--- config.mk ---
export PLATFORM = sky130hd
export DESIGN_NAME = flash_cmd_front
export DESIGN_NICKNAME = d
export VERILOG_FILES = /design/src/rtl/fcd_pkg.sv /design/src/rtl/fcd_seq.sv /design/src/rtl/fcd_req_hold.sv /design/src/rtl/fcd_status.sv /design/src/rtl/fcd_rd_path.sv /design/src/rtl/flash_cmd_front.sv
export SDC_FILE = /design/constraint.sdc
export NUM_CORES = 1
export LEC_CHECK = 0
export ABC_AREA = 1
export ABC_CLOCK_PERIOD_IN_PS = 2250
export BUFFER_PORTS_ARGS = -buffer_cell sky130_fd_sc_hd__buf_2
export CELL_PAD_IN_SITES_DETAIL_PLACEMENT = 0
export CELL_PAD_IN_SITES_GLOBAL_PLACEMENT = 2
export CORE_UTILIZATION = 23
export DETAILED_ROUTE_END_ITERATION = 10
export HOLD_SLACK_MARGIN = 0.12
export PLACE_DENSITY = 0.88
export SYNTH_ARGS = -nofsm -noshare
export SYNTH_HDL_FRONTEND = slang
export SYNTH_SLANG_ARGS = --single-unit
export TNS_END_PERCENT = 50
--- constraint.sdc ---
create_clock -name clk -period 2.25 [get_ports clk]
set_input_delay 0.45 -clock clk [delete_from_list [all_inputs] [get_ports clk]]
set_output_delay 0.45 -clock clk [all_outputs]
set_load 0.05 [all_outputs]
--- src/rtl/fcd_pkg.sv ---
package fcd_pkg;

  typedef enum logic [3:0] {
    OP_PROG       = 4'd0,
    OP_ERASE      = 4'd1,
    OP_BUF_WORD   = 4'd2,
    OP_BUF_COMMIT = 4'd3,
    OP_SUSPEND    = 4'd4,
    OP_RESUME     = 4'd5,
    OP_LOCK_SET   = 4'd6,
    OP_LOCK_CLR   = 4'd7,
    OP_CONFIG     = 4'd8,
    OP_PROTECT    = 4'd9
  } fcd_op_e;

  typedef enum logic [2:0] {
    RM_ARRAY,
    RM_IDENT,
    RM_QUERY,
    RM_STATUS,
    RM_XSR
  } fcd_rmode_e;

  typedef enum logic [3:0] {
    ST_IDLE,
    ST_ERASE_CF,
    ST_PROG_DATA,
    ST_LOCK_CF,
    ST_CFG_CODE,
    ST_PROT_DATA,
    ST_BUF_CNT,
    ST_BUF_DATA,
    ST_BUF_CF
  } fcd_state_e;

  localparam logic [7:0] OPC_ARRAY   = 8'hFF;
  localparam logic [7:0] OPC_IDENT   = 8'h90;
  localparam logic [7:0] OPC_QUERY   = 8'h98;
  localparam logic [7:0] OPC_STATUS  = 8'h70;
  localparam logic [7:0] OPC_CLRSTS  = 8'h50;
  localparam logic [7:0] OPC_ERASE   = 8'h20;
  localparam logic [7:0] OPC_PROG_A  = 8'h40;
  localparam logic [7:0] OPC_PROG_B  = 8'h10;
  localparam logic [7:0] OPC_SUSPEND = 8'hB0;
  localparam logic [7:0] OPC_CONFIRM = 8'hD0;
  localparam logic [7:0] OPC_LOCK    = 8'h60;
  localparam logic [7:0] OPC_LOCKSET = 8'h01;
  localparam logic [7:0] OPC_CONFIG  = 8'hB8;
  localparam logic [7:0] OPC_PROTECT = 8'hC0;
  localparam logic [7:0] OPC_BUFWR   = 8'hE8;

endpackage

--- src/rtl/fcd_seq.sv ---
module fcd_seq
  import fcd_pkg::*;
#(
  parameter int AW        = 24,
  parameter int DW        = 16,
  parameter int BLK_SHIFT = 17,
  parameter int BUF_WORDS = 16
) (
  input  logic          clk,
  input  logic          rst_n,
  input  logic          wr_fire,
  input  logic [AW-1:0] wr_addr,
  input  logic [DW-1:0] wr_data,
  output fcd_rmode_e    rmode,
  output logic          issue,
  output fcd_op_e       issue_op,
  output logic          seq_err,
  output logic          clr_err
);

  localparam int CW = $clog2(BUF_WORDS + 1);
  localparam int BW = AW - BLK_SHIFT;

  fcd_state_e    state_q, state_d;
  fcd_rmode_e    mode_q, mode_d;
  logic [BW-1:0] blk_q, blk_d;
  logic [CW-1:0] left_q, left_d;
  logic [7:0]    opc;
  logic [BW-1:0] wr_blk;

  assign opc    = wr_data[7:0];
  assign wr_blk = wr_addr[AW-1:BLK_SHIFT];
  assign rmode  = mode_q;

  always_comb begin
    state_d  = state_q;
    mode_d   = mode_q;
    blk_d    = blk_q;
    left_d   = left_q;
    issue    = 1'b0;
    issue_op = OP_PROG;
    seq_err  = 1'b0;
    clr_err  = 1'b0;
    if (wr_fire) begin
      unique case (state_q)
        ST_IDLE: begin
          unique case (opc)
            OPC_ARRAY:   mode_d = RM_ARRAY;
            OPC_IDENT:   mode_d = RM_IDENT;
            OPC_QUERY:   mode_d = RM_QUERY;
            OPC_STATUS:  mode_d = RM_STATUS;
            OPC_CLRSTS:  clr_err = 1'b1;
            OPC_ERASE: begin
              state_d = ST_ERASE_CF;
              blk_d   = wr_blk;
            end
            OPC_PROG_A, OPC_PROG_B: state_d = ST_PROG_DATA;
            OPC_SUSPEND: begin
              issue    = 1'b1;
              issue_op = OP_SUSPEND;
            end
            OPC_CONFIRM: begin
              issue    = 1'b1;
              issue_op = OP_RESUME;
            end
            OPC_LOCK:    state_d = ST_LOCK_CF;
            OPC_CONFIG:  state_d = ST_CFG_CODE;
            OPC_PROTECT: state_d = ST_PROT_DATA;
            OPC_BUFWR: begin
              state_d = ST_BUF_CNT;
              mode_d  = RM_XSR;
            end
            default:     seq_err = 1'b1;
          endcase
        end
        ST_ERASE_CF: begin
          state_d = ST_IDLE;
          if (opc == OPC_CONFIRM && wr_blk == blk_q) begin
            issue    = 1'b1;
            issue_op = OP_ERASE;
          end else begin
            seq_err = 1'b1;
          end
        end
        ST_PROG_DATA: begin
          state_d  = ST_IDLE;
          issue    = 1'b1;
          issue_op = OP_PROG;
        end
        ST_LOCK_CF: begin
          state_d = ST_IDLE;
          if (opc == OPC_LOCKSET) begin
            issue    = 1'b1;
            issue_op = OP_LOCK_SET;
          end else if (opc == OPC_CONFIRM) begin
            issue    = 1'b1;
            issue_op = OP_LOCK_CLR;
          end else begin
            seq_err = 1'b1;
          end
        end
        ST_CFG_CODE: begin
          state_d  = ST_IDLE;
          issue    = 1'b1;
          issue_op = OP_CONFIG;
        end
        ST_PROT_DATA: begin
          state_d  = ST_IDLE;
          issue    = 1'b1;
          issue_op = OP_PROTECT;
        end
        ST_BUF_CNT: begin
          if (int'(opc) < BUF_WORDS) begin
            state_d = ST_BUF_DATA;
            left_d  = CW'(int'(opc) + 1);
          end else begin
            seq_err = 1'b1;
          end
        end
        ST_BUF_DATA: begin
          issue    = 1'b1;
          issue_op = OP_BUF_WORD;
          left_d   = left_q - 1'b1;
          if (left_q == CW'(1)) state_d = ST_BUF_CF;
        end
        ST_BUF_CF: begin
          state_d = ST_IDLE;
          if (opc == OPC_CONFIRM) begin
            issue    = 1'b1;
            issue_op = OP_BUF_COMMIT;
          end else begin
            seq_err = 1'b1;
          end
        end
        default: state_d = ST_IDLE;
      endcase
      if (issue && issue_op != OP_BUF_WORD) mode_d = RM_STATUS;
      if (seq_err) begin
        state_d = ST_IDLE;
        mode_d  = RM_STATUS;
      end
    end
  end

  always_ff @(posedge clk) begin
    if (!rst_n) begin
      state_q <= ST_IDLE;
      mode_q  <= RM_ARRAY;
      blk_q   <= '0;
      left_q  <= '0;
    end else begin
      state_q <= state_d;
      mode_q  <= mode_d;
      blk_q   <= blk_d;
      left_q  <= left_d;
    end
  end

  // an idle-state FFh makes the next read an array read
  a_r2_ff_array: assert property (@(posedge clk) disable iff (!rst_n)
    (wr_fire && state_q == ST_IDLE && wr_data[7:0] == 8'hFF) |=> (rmode == RM_ARRAY));

  // after a sequence error the decoder sits idle in status mode
  a_r5_err_idle: assert property (@(posedge clk) disable iff (!rst_n)
    seq_err |=> (state_q == ST_IDLE && rmode == RM_STATUS));

  // the remaining-word count never exceeds the buffer size
  a_r11_left_range: assert property (@(posedge clk) disable iff (!rst_n)
    (state_q == ST_BUF_DATA) |-> (left_q != '0 && int'(left_q) <= BUF_WORDS));

endmodule

--- src/rtl/fcd_req_hold.sv ---
module fcd_req_hold
  import fcd_pkg::*;
#(
  parameter int AW = 24,
  parameter int DW = 16
) (
  input  logic          clk,
  input  logic          rst_n,
  input  logic          issue,
  input  fcd_op_e       issue_op,
  input  logic [AW-1:0] wr_addr,
  input  logic [DW-1:0] wr_data,
  output logic          req_valid,
  input  logic          req_ready,
  output fcd_op_e       req_op,
  output logic [AW-1:0] req_addr,
  output logic [DW-1:0] req_data
);

  always_ff @(posedge clk) begin
    if (!rst_n) begin
      req_valid <= 1'b0;
      req_op    <= OP_PROG;
      req_addr  <= '0;
      req_data  <= '0;
    end else if (issue) begin
      req_valid <= 1'b1;
      req_op    <= issue_op;
      req_addr  <= wr_addr;
      req_data  <= wr_data;
    end else if (req_ready) begin
      req_valid <= 1'b0;
    end
  end

  // a waiting request is held unchanged
  a_r13_hold: assert property (@(posedge clk) disable iff (!rst_n)
    (req_valid && !req_ready) |=>
      (req_valid && $stable(req_op) && $stable(req_addr) && $stable(req_data)));

  // the decoder never issues over a request still waiting
  a_r13_no_overwrite: assert property (@(posedge clk) disable iff (!rst_n)
    issue |-> !req_valid);

endmodule

--- src/rtl/fcd_status.sv ---
module fcd_status (
  input  logic       clk,
  input  logic       rst_n,
  input  logic       seq_err,
  input  logic       clr_err,
  input  logic       wsm_busy,
  output logic [7:0] sts_byte,
  output logic [7:0] xsts_byte
);

  logic err_q;

  always_ff @(posedge clk) begin
    if (!rst_n)       err_q <= 1'b0;
    else if (seq_err) err_q <= 1'b1;
    else if (clr_err) err_q <= 1'b0;
  end

  assign sts_byte  = {~wsm_busy, 1'b0, err_q, err_q, 4'b0000};
  assign xsts_byte = {~wsm_busy, 7'b0};

  // an error is recorded on the next cycle
  a_r5_err_set: assert property (@(posedge clk) disable iff (!rst_n)
    seq_err |=> sts_byte[5:4] == 2'b11);

  // a clear with no error leaves both flag bits low
  a_r5_err_clr: assert property (@(posedge clk) disable iff (!rst_n)
    (clr_err && !seq_err) |=> sts_byte[5:4] == 2'b00);

endmodule

--- src/rtl/fcd_rd_path.sv ---
module fcd_rd_path
  import fcd_pkg::*;
#(
  parameter int DW = 16
) (
  input  logic          clk,
  input  logic          rst_n,
  input  fcd_rmode_e    rmode,
  input  logic          wsm_busy,
  input  logic [7:0]    sts_byte,
  input  logic [7:0]    xsts_byte,
  input  logic [DW-1:0] arr_rdata,
  input  logic [DW-1:0] id_rdata,
  input  logic [DW-1:0] qry_rdata,
  output logic [DW-1:0] rd_data,
  output logic [DW-1:0] rd_oe
);

  localparam logic [DW-1:0] BIT7_ONLY = DW'(8'h80);

  always_comb begin
    unique case (rmode)
      RM_IDENT:  rd_data = id_rdata;
      RM_QUERY:  rd_data = qry_rdata;
      RM_STATUS: rd_data = DW'(sts_byte);
      RM_XSR:    rd_data = DW'(xsts_byte);
      default:   rd_data = arr_rdata;
    endcase
    rd_oe = (rmode == RM_STATUS && wsm_busy) ? BIT7_ONLY : '1;
  end

  // a narrowed enable only ever exposes the ready bit while busy
  a_r4_mask_shape: assert property (@(posedge clk) disable iff (!rst_n)
    (rd_oe != '1) |-> (rd_oe == BIT7_ONLY && wsm_busy && rd_data[7] == 1'b0));

endmodule

--- src/rtl/flash_cmd_front.sv ---
module flash_cmd_front
  import fcd_pkg::*;
#(
  parameter int AW        = 24,
  parameter int DW        = 16,
  parameter int BLK_SHIFT = 17,
  parameter int BUF_WORDS = 16
) (
  input  logic          clk,
  input  logic          rst_n,
  input  logic          wr_valid,
  output logic          wr_ready,
  input  logic [AW-1:0] wr_addr,
  input  logic [DW-1:0] wr_data,
  input  logic [DW-1:0] arr_rdata,
  input  logic [DW-1:0] id_rdata,
  input  logic [DW-1:0] qry_rdata,
  output logic [DW-1:0] rd_data,
  output logic [DW-1:0] rd_oe,
  input  logic          wsm_busy,
  output logic          req_valid,
  input  logic          req_ready,
  output logic [3:0]    req_op,
  output logic [AW-1:0] req_addr,
  output logic [DW-1:0] req_data
);

  logic       wr_fire, issue, seq_err, clr_err;
  fcd_op_e    issue_op, op_q;
  fcd_rmode_e rmode;
  logic [7:0] sts_byte, xsts_byte;

  assign wr_ready = ~req_valid;
  assign wr_fire  = wr_valid & wr_ready;
  assign req_op   = op_q;

  fcd_seq #(.AW(AW), .DW(DW), .BLK_SHIFT(BLK_SHIFT), .BUF_WORDS(BUF_WORDS)) u_seq (
    .clk(clk), .rst_n(rst_n), .wr_fire(wr_fire), .wr_addr(wr_addr), .wr_data(wr_data),
    .rmode(rmode), .issue(issue), .issue_op(issue_op), .seq_err(seq_err), .clr_err(clr_err)
  );

  fcd_req_hold #(.AW(AW), .DW(DW)) u_hold (
    .clk(clk), .rst_n(rst_n), .issue(issue), .issue_op(issue_op),
    .wr_addr(wr_addr), .wr_data(wr_data), .req_valid(req_valid), .req_ready(req_ready),
    .req_op(op_q), .req_addr(req_addr), .req_data(req_data)
  );

  fcd_status u_sts (
    .clk(clk), .rst_n(rst_n), .seq_err(seq_err), .clr_err(clr_err),
    .wsm_busy(wsm_busy), .sts_byte(sts_byte), .xsts_byte(xsts_byte)
  );

  fcd_rd_path #(.DW(DW)) u_rd (
    .clk(clk), .rst_n(rst_n), .rmode(rmode), .wsm_busy(wsm_busy),
    .sts_byte(sts_byte), .xsts_byte(xsts_byte), .arr_rdata(arr_rdata),
    .id_rdata(id_rdata), .qry_rdata(qry_rdata), .rd_data(rd_data), .rd_oe(rd_oe)
  );

  // while a request waits no write is taken
  a_r13_stall: assert property (@(posedge clk) disable iff (!rst_n)
    (req_valid && !req_ready) |=> !wr_ready);

  // non-buffer requests leave reads in status mode
  a_r13_status_after: assert property (@(posedge clk) disable iff (!rst_n)
    ($rose(req_valid) && req_op != 4'd2) |-> (rd_data[15:8] == 8'h00 && rd_data[6] == 1'b0));

endmodule

==> reports/qor.yml <==
status: "finished, violations left"
violations: "negative setup slack"
vias: 4139
yosysWarningCount: 0
io_pins: 171
root_buffer: "clkbuf_16"
ys_seq_area_share_pct: 36.3
start_util_pct: 23.6
num_antenna_cells: 0
htreeDepth: 3
synth-async-reset-ratio_pct: 0
hold_class: "input pin to flop"
cts_buffers: 9
cellPowerDensity_nw_per_um2: 1380
criticalPathCategory: "flop to primary output"
drt_iter0_drc: 113
dieArea_um2: 16100
ys_types: 35
end_kind: "primary output"
cts.sinks: 65
start_kind: "flop"
worstSkewPairLatency_ps: 330
totalWireLength_um: 11600
drv_slew: 0
chipHeight_um: 127
io_buffers: 169
die_w_um: 127
gp_congestion: 0.801
drv_cap: 0
finalWorstSetupSlack_ps: -33.2
synth_area_per_cell_um2: 6.44
fin_crit_sh_pct: 101
coreArea_um2: 15200
rows: 45
synth_edf_count: 0
ant_nets: 0
worstPathRequired_ps: 1800
synth_area_um2: 3580
grt_pass1_wl_um: 18600
cts_tree: "built"
finalClockSkew_ps: 5.97
irDropWorstVdd_v: 0.000545
fin_nets: 836
synth_nets: 654
antenna_found_initial: 0
place_inst: 910
layout_commonest_cell: "buf_2"
max-slew-margin-rel_pct: 61.8
finalHoldViolCount: 0
final_cell_mix: "buf_2 (153), nand2_1 (115), nor2_1 (106), dfxtp_1 (62), o21ai_0 (53)"
tightestPinTransition_ps: 570
grt_max_degree: 32
grt_usage_pct: 14.6
cts_max_path_buffers: 2
area_delta_synth_final_pct: 49.7
post-place-ws_ps: -42.2
overflow: 0
fmax_mhz: 438
drc: 0
critPathArrivalTime_ps: 1830
viasPerCell: 4.45
drive_gt1_share_pct: 35.9
grt_pass1_vias: 3940
hpwl_um: 8740
synth_cells: 556
final.min_clock_period_ps: 2280
postCtsHoldBufs: 0
crit_path_max_fanout: 8
ys_ff_latch: 65
wl_per_cell_um: 12.5
rsz0062_at_grt: "true"
p_leak_nw: 2.70
clk_pin_slew_ps: 60
synth-main-ff-cell: "dfxtp_1"
drtPass1Iterations: 4
setup_viol: 15
final_cells: 931
metrics by stage:
stage	util, %	setup TNS (ps)	instance area [um2]	power (mW)	hold slack (ps)
floorplan	-	0	3580	4.34	449
global placement	31.1	0	4730	5.28	456
detailed placement	31.1	-115	4730	5.27	469
CTS	34.7	-323	5280	7.28	348
global route	35.3	-981	5360	7.81	386
finish	35.3	-252	5360	7.38	353
worst max-delay path, stage by stage (launching register included):
cell and delay [ps]:
dfxtp_2 330, inv_2 70, nor3_2 50, a21oi_2 120, or3b_4 400, inv_4 100, buf_16 140, nand2_1 50
nand3_1 70, buf_6 160
repair_timing:
item / 4_1_cts / 5_1_grt
hold endpoints to repair: 0 / 0
setup buffers: 3 / 1
cloned: 1 / 0
endpoints found under the setup margin: 16 / 16
gates resized for setup: 58 / 20
area by class of cell:
cell class / instances / area [um2]
Fill cell: 1678 / 9840
Multi-Input combinational cell: 410 / 2000
Timing Repair Buffer: 205 / 1320
Sequential cell: 65 / 1310
Clock buffer: 12 / 267
Tap cell: 188 / 235
Inverter: 47 / 179
Clock inverter: 4 / 50.0
synth_stat cells (7+ instances only):
master,instances,area (um2)
nand2_1,123,462
clkbuf_1,9,33.8
inv_1,43,161
nand3_1,37,185
o21ai_0,53,265
o21ai_1,7,35.0
nor2_1,106,398
a21oi_1,40,200
buf_4,18,135
dfxtp_1,65,1300
worst paths after layout:
kind	startpoint	end	cells after the start	slack, ps
hold reg to reg	u_hold.req_addr[16]$_SDFFE_PN0P_	u_hold.req_addr[16]$_SDFFE_PN0P_	2	470
setup / recovery	u_seq.rmode[1]$_SDFFE_PN0P_	rd_data[3]	9	-30
hold / removal	wr_addr[16]	u_hold.req_addr[16]$_SDFFE_PN0P_	3	350
setup reg to reg	u_seq.state_q[0]$_SDFFE_PN0P_	u_hold.req_addr[17]$_SDFFE_PN0P_	12	290
power breakdown:
group | leakage, nW | internal (mW) | switching (mW)
clock | 0.151 | 0.946 | 0.523
combinational | 2.02 | 1.42 | 2.88
sequential | 0.531 | 1.44 | 0.165
flip-flops by register name, indices dropped and copies added (netlist names):
name,count
u_hold.req_addr,24
u_seq.rmode,3
u_hold.req_valid,1
u_seq.blk_q,7
u_seq.state_q,4
u_sts.err_q,1
u_hold.req_op,4
u_hold.req_data,16
u_seq.left_q,5
per-layer routing:
layer	share of wire, %	GRT usage [%]
met3	7.7	3.88
met2	45	25.3
met4	3.2	6.93
met1	44	16.6
met5	0	0
logic make-up (layout without fill, tap and decap cells):
family	Yosys count	in the layout	synth area share [%]
AND/OR/NAND/NOR	288	288	33.2
AO/OA/AOI/OAI	110	110	16.2
buffers and inverters	81	268	11.0
flip-flops	65	65	36.3
XOR/XNOR	6	6	1.47
adder cells (fa/ha/maj)	5	5	1.75
other	1	1	0.105
(Power assumes the default switching activity.)
